File: config.mk
export PLATFORM = sky130hd
export DESIGN_NAME = sdram_wr_seq
export DESIGN_NICKNAME = d
export VERILOG_FILES = /design/src/rtl/sdram_wr_pkg.sv /design/src/rtl/sdram_wr_timer.sv /design/src/rtl/sdram_wr_fsm.sv /design/src/rtl/sdram_wr_pins.sv /design/src/rtl/sdram_wr_seq.sv
export SDC_FILE = /design/constraint.sdc
export NUM_CORES = 1
export LEC_CHECK = 0
export ABC_AREA = 1
export BUFFER_PORTS_ARGS = -buffer_cell sky130_fd_sc_hd__buf_2
export CAP_MARGIN = 15
export CORE_AREA = 3 3 69 71
export CTS_BUF_LIST = sky130_fd_sc_hd__clkbuf_8
export DETAILED_ROUTE_END_ITERATION = 12
export DIE_AREA = 0 0 72 74
export PLACE_DENSITY = 0.67
export SLEW_MARGIN = 15
export SYNTH_ARGS = -nofsm -noshare
export SYNTH_HDL_FRONTEND = slang
export SYNTH_SLANG_ARGS = --single-unit
File: constraint.sdc
create_clock -name clk -period 3.9 [get_ports clk]
set_input_delay 0.585 -clock clk [delete_from_list [all_inputs] [get_ports clk]]
set_output_delay 0.585 -clock clk [all_outputs]
set_load 0.01 [all_outputs]
File: src/rtl/sdram_wr_pkg.sv
`timescale 1ns/1ps
package sdram_wr_pkg;

    // {cs_n, ras_n, cas_n, we_n}
    typedef enum logic [3:0] {
        CMD_ACT   = 4'b0011,
        CMD_WRITE = 4'b0100,
        CMD_PRE   = 4'b0010,
        CMD_NOP   = 4'b0111
    } sdram_cmd_e;

    typedef enum logic [2:0] {
        ST_IDLE,
        ST_ACT,
        ST_RCD_WAIT,
        ST_WRITE,
        ST_RECOVER,
        ST_PRECHARGE,
        ST_CLOSE_WAIT
    } seq_state_e;

    // Interval in whole clock cycles, at least one.
    function automatic int unsigned to_cycles(input int unsigned t_ps, input int unsigned clk_ps);
        int unsigned c;
        c = (t_ps + clk_ps - 1) / clk_ps;
        return (c == 0) ? 1 : c;
    endfunction

    function automatic int unsigned max_u(input int unsigned a, input int unsigned b);
        return (a > b) ? a : b;
    endfunction

endpackage

File: src/rtl/sdram_wr_timer.sv
`timescale 1ns/1ps
module sdram_wr_timer #(
    parameter int unsigned CNT_W = 4,
    parameter int unsigned LIMIT = 8
) (
    input  logic             clk,
    input  logic             rst_n,
    input  logic             clr,
    output logic [CNT_W-1:0] cnt
);
    localparam logic [CNT_W-1:0] CNT_MAX = CNT_W'(LIMIT);

    always_ff @(posedge clk or negedge rst_n) begin
        if (!rst_n) begin
            cnt <= '0;
        end else if (clr) begin
            cnt <= '0;
        end else if (cnt != CNT_MAX) begin
            cnt <= cnt + 1'b1;
        end
    end
endmodule

File: src/rtl/sdram_wr_fsm.sv
`timescale 1ns/1ps
module sdram_wr_fsm
    import sdram_wr_pkg::*;
#(
    parameter int unsigned CNT_W    = 4,
    parameter int unsigned AT_WRITE = 2,
    parameter int unsigned AT_PRE   = 5,
    parameter int unsigned AT_NEXT  = 8
) (
    input  logic             clk,
    input  logic             rst_n,
    input  logic             req_valid,
    input  logic [CNT_W-1:0] cnt,
    output seq_state_e       state,
    output logic             req_ready,
    output logic             accept,
    output logic             cnt_clr
);
    localparam logic [CNT_W-1:0] SLOT_WRITE = CNT_W'(AT_WRITE);
    localparam logic [CNT_W-1:0] SLOT_PRE   = CNT_W'(AT_PRE);
    localparam logic [CNT_W-1:0] SLOT_NEXT  = CNT_W'(AT_NEXT);

    seq_state_e       state_nxt;
    logic [CNT_W-1:0] cnt_ahead;

    assign cnt_ahead = cnt + 1'b1;

    always_ff @(posedge clk or negedge rst_n) begin
        if (!rst_n) begin
            state <= ST_IDLE;
        end else begin
            state <= state_nxt;
        end
    end

    always_comb begin
        state_nxt = state;
        unique case (state)
            ST_IDLE: begin
                if (req_valid) state_nxt = ST_ACT;
            end
            ST_ACT, ST_RCD_WAIT: begin
                state_nxt = (cnt_ahead == SLOT_WRITE) ? ST_WRITE : ST_RCD_WAIT;
            end
            ST_WRITE, ST_RECOVER: begin
                state_nxt = (cnt_ahead == SLOT_PRE) ? ST_PRECHARGE : ST_RECOVER;
            end
            ST_PRECHARGE, ST_CLOSE_WAIT: begin
                state_nxt = (cnt_ahead == SLOT_NEXT) ? ST_IDLE : ST_CLOSE_WAIT;
            end
            default: state_nxt = ST_IDLE;
        endcase
    end

    always_comb begin
        req_ready = (state == ST_IDLE);
        accept    = req_ready && req_valid;
        cnt_clr   = (state == ST_IDLE);
    end
endmodule

File: src/rtl/sdram_wr_pins.sv
`timescale 1ns/1ps
module sdram_wr_pins
    import sdram_wr_pkg::*;
#(
    parameter int unsigned BANK_W  = 2,
    parameter int unsigned ROW_W   = 13,
    parameter int unsigned COL_W   = 11,
    parameter int unsigned ADDR_W  = 13,
    parameter int unsigned DATA_W  = 4,
    parameter bit          PRE_ALL = 1'b0
) (
    input  seq_state_e        state,
    input  logic [BANK_W-1:0] bank,
    input  logic [ROW_W-1:0]  row,
    input  logic [COL_W-1:0]  col,
    input  logic [DATA_W-1:0] data,
    output logic              cs_n,
    output logic              ras_n,
    output logic              cas_n,
    output logic              we_n,
    output logic [BANK_W-1:0] ba,
    output logic [ADDR_W-1:0] addr,
    output logic [DATA_W-1:0] dq_out,
    output logic              dq_oe,
    output logic              dqm
);
    sdram_cmd_e        cmd;
    logic [ADDR_W-2:0] col_wide;
    logic [ADDR_W-1:0] col_addr;
    logic [ADDR_W-1:0] pre_addr;
    logic [BANK_W-1:0] pre_ba;

    // Column skips A10, which stays low so auto precharge is off.
    assign col_wide = (ADDR_W-1)'(col);
    assign col_addr = {col_wide[ADDR_W-2:10], 1'b0, col_wide[9:0]};

    generate
        if (PRE_ALL) begin : g_pre_all
            assign pre_addr = ADDR_W'(1) << 10;
            assign pre_ba   = '0;
        end else begin : g_pre_one
            assign pre_addr = '0;
            assign pre_ba   = bank;
        end
    endgenerate

    always_comb begin
        cmd    = CMD_NOP;
        ba     = '0;
        addr   = '0;
        dq_out = '0;
        dq_oe  = 1'b0;
        dqm    = 1'b1;
        unique case (state)
            ST_ACT: begin
                cmd  = CMD_ACT;
                ba   = bank;
                addr = ADDR_W'(row);
            end
            ST_WRITE: begin
                cmd    = CMD_WRITE;
                ba     = bank;
                addr   = col_addr;
                dq_out = data;
                dq_oe  = 1'b1;
                dqm    = 1'b0;
            end
            ST_PRECHARGE: begin
                cmd  = CMD_PRE;
                ba   = pre_ba;
                addr = pre_addr;
            end
            ST_IDLE, ST_RCD_WAIT, ST_RECOVER, ST_CLOSE_WAIT: begin
                cmd = CMD_NOP;
            end
            default: cmd = CMD_NOP;
        endcase
    end

    assign {cs_n, ras_n, cas_n, we_n} = cmd;
endmodule

File: src/rtl/sdram_wr_seq.sv
`timescale 1ns/1ps
module sdram_wr_seq
    import sdram_wr_pkg::*;
#(
    parameter int unsigned CLK_PS   = 8000,
    parameter int unsigned T_RCD_PS = 15000,
    parameter int unsigned T_RAS_PS = 37000,
    parameter int unsigned T_RC_PS  = 60000,
    parameter int unsigned T_RP_PS  = 15000,
    parameter int unsigned T_WR_PS  = 14000,
    parameter int unsigned BANK_W   = 2,
    parameter int unsigned ROW_W    = 13,
    parameter int unsigned COL_W    = 11,
    parameter int unsigned ADDR_W   = 13,
    parameter int unsigned DATA_W   = 4,
    parameter bit          PRE_ALL  = 1'b0
) (
    input  logic              clk,
    input  logic              rst_n,
    input  logic              req_valid,
    output logic              req_ready,
    input  logic [BANK_W-1:0] req_bank,
    input  logic [ROW_W-1:0]  req_row,
    input  logic [COL_W-1:0]  req_col,
    input  logic [DATA_W-1:0] req_data,
    output logic              sdram_cs_n,
    output logic              sdram_ras_n,
    output logic              sdram_cas_n,
    output logic              sdram_we_n,
    output logic [BANK_W-1:0] sdram_ba,
    output logic [ADDR_W-1:0] sdram_addr,
    output logic [DATA_W-1:0] sdram_dq_out,
    output logic              sdram_dq_oe,
    output logic              sdram_dqm
);
    localparam int unsigned N_RCD   = to_cycles(T_RCD_PS, CLK_PS);
    localparam int unsigned N_RAS   = to_cycles(T_RAS_PS, CLK_PS);
    localparam int unsigned N_RC    = to_cycles(T_RC_PS,  CLK_PS);
    localparam int unsigned N_RP    = to_cycles(T_RP_PS,  CLK_PS);
    localparam int unsigned N_WR    = to_cycles(T_WR_PS,  CLK_PS);
    localparam int unsigned AT_PRE  = max_u(N_RCD + N_WR, N_RAS);
    localparam int unsigned AT_NEXT = max_u(AT_PRE + N_RP, N_RC);
    localparam int unsigned CNT_W   = $clog2(AT_NEXT + 1);

    seq_state_e        state;
    logic              accept;
    logic              cnt_clr;
    logic [CNT_W-1:0]  cnt;
    logic [BANK_W-1:0] hold_bank;
    logic [ROW_W-1:0]  hold_row;
    logic [COL_W-1:0]  hold_col;
    logic [DATA_W-1:0] hold_data;

    always_ff @(posedge clk or negedge rst_n) begin
        if (!rst_n) begin
            hold_bank <= '0;
            hold_row  <= '0;
            hold_col  <= '0;
            hold_data <= '0;
        end else if (accept) begin
            hold_bank <= req_bank;
            hold_row  <= req_row;
            hold_col  <= req_col;
            hold_data <= req_data;
        end
    end

    sdram_wr_timer #(
        .CNT_W (CNT_W),
        .LIMIT (AT_NEXT)
    ) timer_i (
        .clk   (clk),
        .rst_n (rst_n),
        .clr   (cnt_clr),
        .cnt   (cnt)
    );

    sdram_wr_fsm #(
        .CNT_W    (CNT_W),
        .AT_WRITE (N_RCD),
        .AT_PRE   (AT_PRE),
        .AT_NEXT  (AT_NEXT)
    ) fsm_i (
        .clk       (clk),
        .rst_n     (rst_n),
        .req_valid (req_valid),
        .cnt       (cnt),
        .state     (state),
        .req_ready (req_ready),
        .accept    (accept),
        .cnt_clr   (cnt_clr)
    );

    sdram_wr_pins #(
        .BANK_W  (BANK_W),
        .ROW_W   (ROW_W),
        .COL_W   (COL_W),
        .ADDR_W  (ADDR_W),
        .DATA_W  (DATA_W),
        .PRE_ALL (PRE_ALL)
    ) pins_i (
        .state  (state),
        .bank   (hold_bank),
        .row    (hold_row),
        .col    (hold_col),
        .data   (hold_data),
        .cs_n   (sdram_cs_n),
        .ras_n  (sdram_ras_n),
        .cas_n  (sdram_cas_n),
        .we_n   (sdram_we_n),
        .ba     (sdram_ba),
        .addr   (sdram_addr),
        .dq_out (sdram_dq_out),
        .dq_oe  (sdram_dq_oe),
        .dqm    (sdram_dqm)
    );
endmodule

==> metrics.md, run 1 <==
| Metric | Value |
|---|---|
| Status | `finished, final reports clean` |
| Via count | `1593` |
| Post-Syn Instances | `218` |
| Dpl cells | `between 300 and 400` |
| Leak | `1.238 nW` |
| # DRC | `0` |
| Grt ovf | `0` |
| Minimum clock period | `2400 ps` |
| Clk buf depth | `2` |
| Die Width | `72 µm` |
| Worst Path Required | `3310 ps` |
| Resize count post-CTS | `0` |
| Setup Viol. Count Final | `0` |
| Max Fanout on Critical Path | `14` |
| Slack of the critical path | `1500 ps` |
| Final net count | `305` |
| CTS Buf Count | `5` |
| First-pass GRT wire length | `7.017 mm` |
| Setup Total Neg Slack | `0 ps` |
| Slew @ Worst Pin | `~830 ps` |
| Antenna violations before repair | `0` |
| Vert. Die Dim | `74 µm` |
| TritonCTS clock tree | `built` |
| Worst EP arrival | `1820 ps` |
| Clock Sinks | `37` |
| Worst Path Class, Setup | `register to primary output` |
| Core box area | `between 4000 and 5000 µm²` |
| Setup bufs post-CTS | `0` |
| Rows | `24` |
| # port buffers | `57` |
| R2R cell count | `6` |
| Layout cells sized above 1 | `28.78%` |
| Mean Syn Cell Area | `approximately 8.5 µm²` |
| Synth Register Bits | `37` |
| DR WL/cell | `13.27 µm` |
| Crit-path leading delay family | `simple AND/OR/NAND/NOR gates` |
| P per Cell Area | `728.6 nW/µm²` |
| WP depth | `5` |
| Crit-path cells | `nand2_1 > nor2_2 > inv_1 > nor2_1 > buf_2` |
| Final hold vios | `0` |
| Flop-to-flop setup slack | `approximately 2400 ps` |
| Root Buffer | `clkbuf_8` |
| Crit path largest cell delay | `460 ps` |
| Worst Clk Skew | `around 5.7 ps` |
| Max VDD drop | `287.3 µV` |
| Ant diodes | `0` |
| Buf+Inv Stages, Crit Path | `2` |
| Vias in the first global route | `1509` |
| Initial DRC Count | `124` |
| Startpoint types | `register` |
| YS warnings | `0` |
| Slew HR | `44.66%` |
| # hold bufs at CTS | `0` |
| Fin util | `51.31%` |
| Final std cells w/o fill | `around 320` |
| RSZ-0062 raised after global routing | `false` |
| Drt first pass iters | `4` |
| Dpl ws | `roughly 1900 ps` |
| RR Endpoint | `hold_row[12]$_DFFE_PN0P_` |
| Crit path to | `sdram_dq_out[3]` |
| H-tree depth | `2` |
| Slew Viols, Final | `0` |
| Antenna-violating nets left | `0` |
| Hold WC Path Type | `primary input to async pin` |
| WL final | `~4.3 mm` |
| GRT Util Overall | `17.43%` |
| Sequential cell area fraction in the yosys report | `between 40% and 50%` |
| Die area | `5328 µm²` |
| Fmax | `416.7 MHz` |
| Layout filler cell count | `around 420` |
| Startpoint of the worst setup timing path | `fsm_i.state[1]$_DFFE_PN0P_` |
| Initial Utilization | `between 40% and 50%` |
| PnR Total Power | `roughly 1.6 mW` |
| I/O pins | `59` |
| Routed vias/inst | `4.932` |
| Dpl hpwl | `slightly above 3 mm` |
| Gp weighted congestion | `just under 0.8` |
| CP max-delay cell | `nor2_2` |
| Critical R2R Launch | `fsm_i.state[2]$_DFFE_PN0P_` |
| Largest net degree at the start of global routing | `38` |
| CP Capture Type | `primary output` |
| Netlist cell types | `22` |
| Synthesized area | `1858 µm²` |
| Crit share post-route | `61.54%` |
| Maxcap violations | `0` |
| Area Overhead vs Synth | `18.59%` |
| Clock latency on the worst-skew pair | `290 ps` |
| Syn_nets | `between 200 and 300` |
| Reg clk slew, reported paths | `70 ps` |
==> layout by cell type (no fill, tap or decap), drive strengths merged <==
master	instances
nand2	70
buf	57
dfrtp	37
nand3	32
inv	20
nor2	19
a32o	11
a21oi	8
clkbuf	5
o21ai	5
ha	2
clkinv	2
nand4	1
conb	1
clkinvlp	1
==> final cells by class <==
| cell class | instances | area, µm² | area share (%) |
|---|---|---|---|
| clock buffer | 5 | 68.82 | 3.123 |
| clock inverter | 3 | 17.52 | 0.7950 |
| inverter | 20 | 82.58 | 3.748 |
| multi-input combinational | 149 | 758.2 | 34.41 |
| sequential | 37 | 925.9 | 42.02 |
| tap | 52 | 65.06 | 2.953 |
| timing repair buffer | 57 | 285.3 | 12.95 |
==> how the worst min path moves through the flow <==
stage / start / end / slack [ps] / depth (start not counted)
2_1_floorplan: rst_n / fsm_i.state[0]$_DFFE_PN0P_ / 290 / 0
3_3_place_gp: hold_col[1]$_DFFE_PN0P_ / hold_col[1]$_DFFE_PN0P_ / 460 / 2
3_5_place_dp: hold_row[11]$_DFFE_PN0P_ / hold_row[11]$_DFFE_PN0P_ / 460 / 2
4_1_cts: rst_n / hold_row[8]$_DFFE_PN0P_ / 410 / 1
5_1_grt: rst_n / fsm_i.state[1]$_DFFE_PN0P_ / 450 / 1
6_report: rst_n / timer_i.cnt[1]$_DFFE_PN0P_ / 390 / 1
==> cells in the mapped netlist <==
| cell type | n | area share, % |
|---|---|---|
| nand4_1 | 1 | 0.34 |
| nand2_8 | 1 | 1.1 |
| nor2_2 | 3 | 1.0 |
| buf_2 | 1 | 0.27 |
| inv_1 | 18 | 3.6 |
| buf_4 | 4 | 1.6 |
| dfrtp_1 | 37 | 50 |
| inv_8 | 1 | 0.61 |
| inv_2 | 1 | 0.20 |
| a32o_1 | 11 | 5.9 |
| a21oi_1 | 2 | 0.54 |
| nor2_1 | 16 | 3.2 |
| o21ai_0 | 4 | 1.1 |
| clkbuf_1 | 3 | 0.61 |
| nand2_4 | 1 | 0.61 |
| o21ai_1 | 1 | 0.27 |
| nand2_1 | 68 | 14 |
| ha_1 | 2 | 1.3 |
| nand3_1 | 32 | 8.6 |
| buf_6 | 4 | 2.4 |
| conb_1 | 1 | 0.20 |
| a21oi_2 | 6 | 2.8 |
==> power breakdown <==
part           total [mW]  leakage (nW)  internal (mW)  switching, mW
Clock               0.261        0.0439          0.123          0.138
Sequential          0.689         0.451          0.564          0.125
Combinational       0.656         0.743          0.235          0.421
Total                1.61          1.24          0.922          0.684
==> stage by stage <==
stage                     cell area (µm²)  hold WS [ps]
after detailed placement             2117         460.6
after floorplan                      1858         289.4
after CTS                            2203         413.4
after global routing                 2203         450.4
final                                2203         387.9
after global placement               2117         456.4
==> registers in the layout (all words and copies together) (netlist names) <==
name / flops
hold_row: 13
hold_col: 11
hold_data: 4
timer_i.cnt: 4
fsm_i.state: 3
hold_bank: 2
==> layer usage <==
| metal | GRT usage (%) | vias to the layer above | wire [µm] |
|---|---|---|---|
| li1 | - | 817 | - |
| met1 | 22.88 | 727 | 1985 |
| met2 | 26.84 | 44 | 1982 |
| met3 | 4.054 | 5 | 264 |
| met4 | 9.603 | 0 | 53 |
| met5 | 0 | - | 0 |
==> cells by family (layout without fill, tap and decap cells) <==
| family | Yosys count | count (layout) | synth area share, % |
|---|---|---|---|
| other | 1 | 1 | 0.2018 |
| adder cells (fa/ha/maj) | 2 | 2 | 1.347 |
| AND/OR/NAND/NOR | 122 | 122 | 28.62 |
| flip-flops | 37 | 37 | 49.83 |
| AO/OA/AOI/OAI | 24 | 24 | 10.64 |
| buffers and inverters | 32 | 85 | 9.359 |
No activity file was read; power rests on OpenSTA's default activity.
==> inputs of run 2 (changes only) <==
--- a/config.mk
+++ b/config.mk
@@ -12,7 +12,7 @@
 export CTS_BUF_LIST = sky130_fd_sc_hd__clkbuf_8
 export DETAILED_ROUTE_END_ITERATION = 12
 export DIE_AREA = 0 0 72 74
-export PLACE_DENSITY = 0.67
+export PLACE_DENSITY = 0.69
 export SLEW_MARGIN = 15
 export SYNTH_ARGS = -nofsm -noshare
 export SYNTH_HDL_FRONTEND = slang
==> constraint.sdc (replaced) <==
create_clock -name clk -period 2 [get_ports clk]
set_input_delay 0.3 -clock clk [delete_from_list [all_inputs] [get_ports clk]]
set_output_delay 0.3 -clock clk [all_outputs]
set_load 0.01 [all_outputs]
==> run 2 against run 1 <==
Clock power grew to 2.6 times the previous value. Largest cell class unchanged. Sequential power is 94% higher. Highest routed layer unchanged. Hold slack worse by 340 ps.
==> metrics.md, run 2 (synthesis gave the netlist of run 1 again) <==
| Metric | Value |
|---|---|
| Status | `finished, final reports clean` |
| Vias in the first global route | `1496` |
| Final Instance Area | `roughly 2300 µm²` |
| GRT Util Overall | `16.98%` |
| Drt first pass iters | `4` |
| Resize count post-CTS | `0` |
| Rows | `24` |
| Vert. Die Dim | `74 µm` |
| Critical R2R Launch | `fsm_i.state[2]$_DFFE_PN0P_` |
| Slack of the critical path | `198.7 ps` |
| Crit-path leading delay family | `buffers and inverters` |
| DP Area | `2147 µm²` |
| Max VDD drop | `626.1 µV` |
| Maxcap violations | `0` |
| Initial Utilization | `43.27%` |
| H-tree depth | `2` |
| Flop-to-flop setup slack | `510 ps` |
| Initial DRC Count | `about 110` |
| Fmax | `555.2 MHz` |
| Final std cells w/o fill | `327` |
| WL final | `4.175 mm` |
| Startpoint types | `register` |
| Routed vias/inst | `4.924` |
| Largest reg by FF count | `hold_row` |
| Dpl ws | `between 400 and 500 ps` |
| Antenna violations before repair | `0` |
| Root Buffer | `clkbuf_8` |
| Setup Total Neg Slack | `0 ps` |
| Final net count | `roughly 300` |
| Reg clk slew, reported paths | `80 ps` |
| Slew Viols, Final | `0` |
| CTS Buf Count | `5` |
| Worst EP arrival | `1500 ps` |
| CP Capture Type | `primary output` |
| Ant diodes | `0` |
| Setup bufs post-CTS | `0` |
| Clock latency on the worst-skew pair | `290 ps` |
| Hold WC Path Type | `primary input to async pin` |
| Leading cell type in the layout, fill and taps excluded | `nand2_1` |
| Leak | `1.270 nW` |
| # port buffers | `between 50 and 60` |
| Die area | `5328 µm²` |
| Via count | `roughly 1600` |
| First-pass GRT wire length | `between 7 and 8 mm` |
| CP max-delay cell | `dfrtp_1` |
| RR Endpoint | `hold_data[0]$_DFFE_PN0P_` |
| TritonCTS clock tree | `built` |
| Layout cells sized above 1 | `a little under a third` |
| Clock Sinks | `37` |
| Core box area | `4294 µm²` |
| P per Cell Area | `1449 nW/µm²` |
| Most frequent cells in the layout | `nand2_1 (68), buf_2 (57), dfrtp_1 (36)` |
| Fin util | `52.83%` |
| # DRC | `0` |
| Largest net degree at the start of global routing | `38` |
| Largest register FFs | `13` |
| DR WL/cell | `12.77 µm` |
| Antenna-violating nets left | `0` |
| Crit path largest cell delay | `around 420 ps` |
| Setup Viol. Count Final | `0` |
| Worst Path Class, Setup | `register to primary output` |
| R2R cell count | `6` |
| Crit share post-route | `between 90% and 100%` |
| # hold bufs at CTS | `0` |
| Min Hold Slack | `49.28 ps` |
| Worst Clk Skew | `about 4.5 ps` |
| Dpl hpwl | `about 3.0 mm` |
| Worst Path Required | `1700 ps` |
| Minimum clock period | `1801 ps` |
| Final hold vios | `0` |
| Gp weighted congestion | `0.7922` |
| Crit-path cells | `nand2_1 > nor2_2 > buf_4 > inv_1 > nor2_1 > buf_2` |
| Layout filler cell count | `between 400 and 500` |
| Area Overhead vs Synth | `22.09%` |
| Die Width | `72 µm` |
| PnR Total Power | `3.286 mW` |
| Max Fanout on Critical Path | `12` |
| Largest registers | `hold_row x13, hold_col x11` |
| Grt ovf | `0` |
| RSZ-0062 raised after global routing | `false` |
| Dpl cells | `319` |
| Buf+Inv Stages, Crit Path | `3` |
| Clk buf depth | `2` |
| I/O pins | `between 50 and 60` |
[run 2: cell count changes in the layout (fill, tap and decap cells not counted), sizes merged]
cell	delta
buf	+4
clkinv	-2
bufinv	+1
clkbuf	+1
[run 2: worst max path at each step]
stage,startpoint,to,slack [ps],depth (start not counted)
5_1_grt,fsm_i.state[2]$_DFFE_PN0P_,sdram_ba[1],2,7
4_1_cts,fsm_i.state[1]$_DFFE_PN0P_,sdram_dq_out[0],130,6
2_1_floorplan,fsm_i.state[0]$_DFFE_PN0P_,sdram_ba[0],580,6
3_5_place_dp,fsm_i.state[1]$_DFFE_PN0P_,sdram_dq_out[0],450,6
6_report,fsm_i.state[0]$_DFFE_PN0P_,sdram_dq_out[1],200,6
3_3_place_gp,fsm_i.state[1]$_DFFE_PN0P_,sdram_dq_out[3],520,6
[run 2: report_power, final]
part	switching, mW	internal (mW)	total (mW)
sequential	0.235	1.10	1.34
clock	0.260	0.405	0.666
combinational	0.813	0.472	1.28
total	1.31	1.98	3.29
[run 2: area by class of cell]
class,instances,area (µm²),area share [%]
Clock buffer,6,82.58,3.640
Clock inverter,2,37.54,1.655
Inverter,20,82.58,3.640
Multi-Input combinational cell,149,758.2,33.43
Sequential cell,37,927.1,40.87
Tap cell,52,65.06,2.868
Timing Repair Buffer,61,315.3,13.90
[run 2: layer usage]
layer	vias to the layer above	global-route usage, %	share of wire (%)
met4	0	6.472	1.9
li1	816	-	-
met1	742	23.08	46
met3	9	4.189	5.3
met2	43	26.43	46
met5	-	0	0
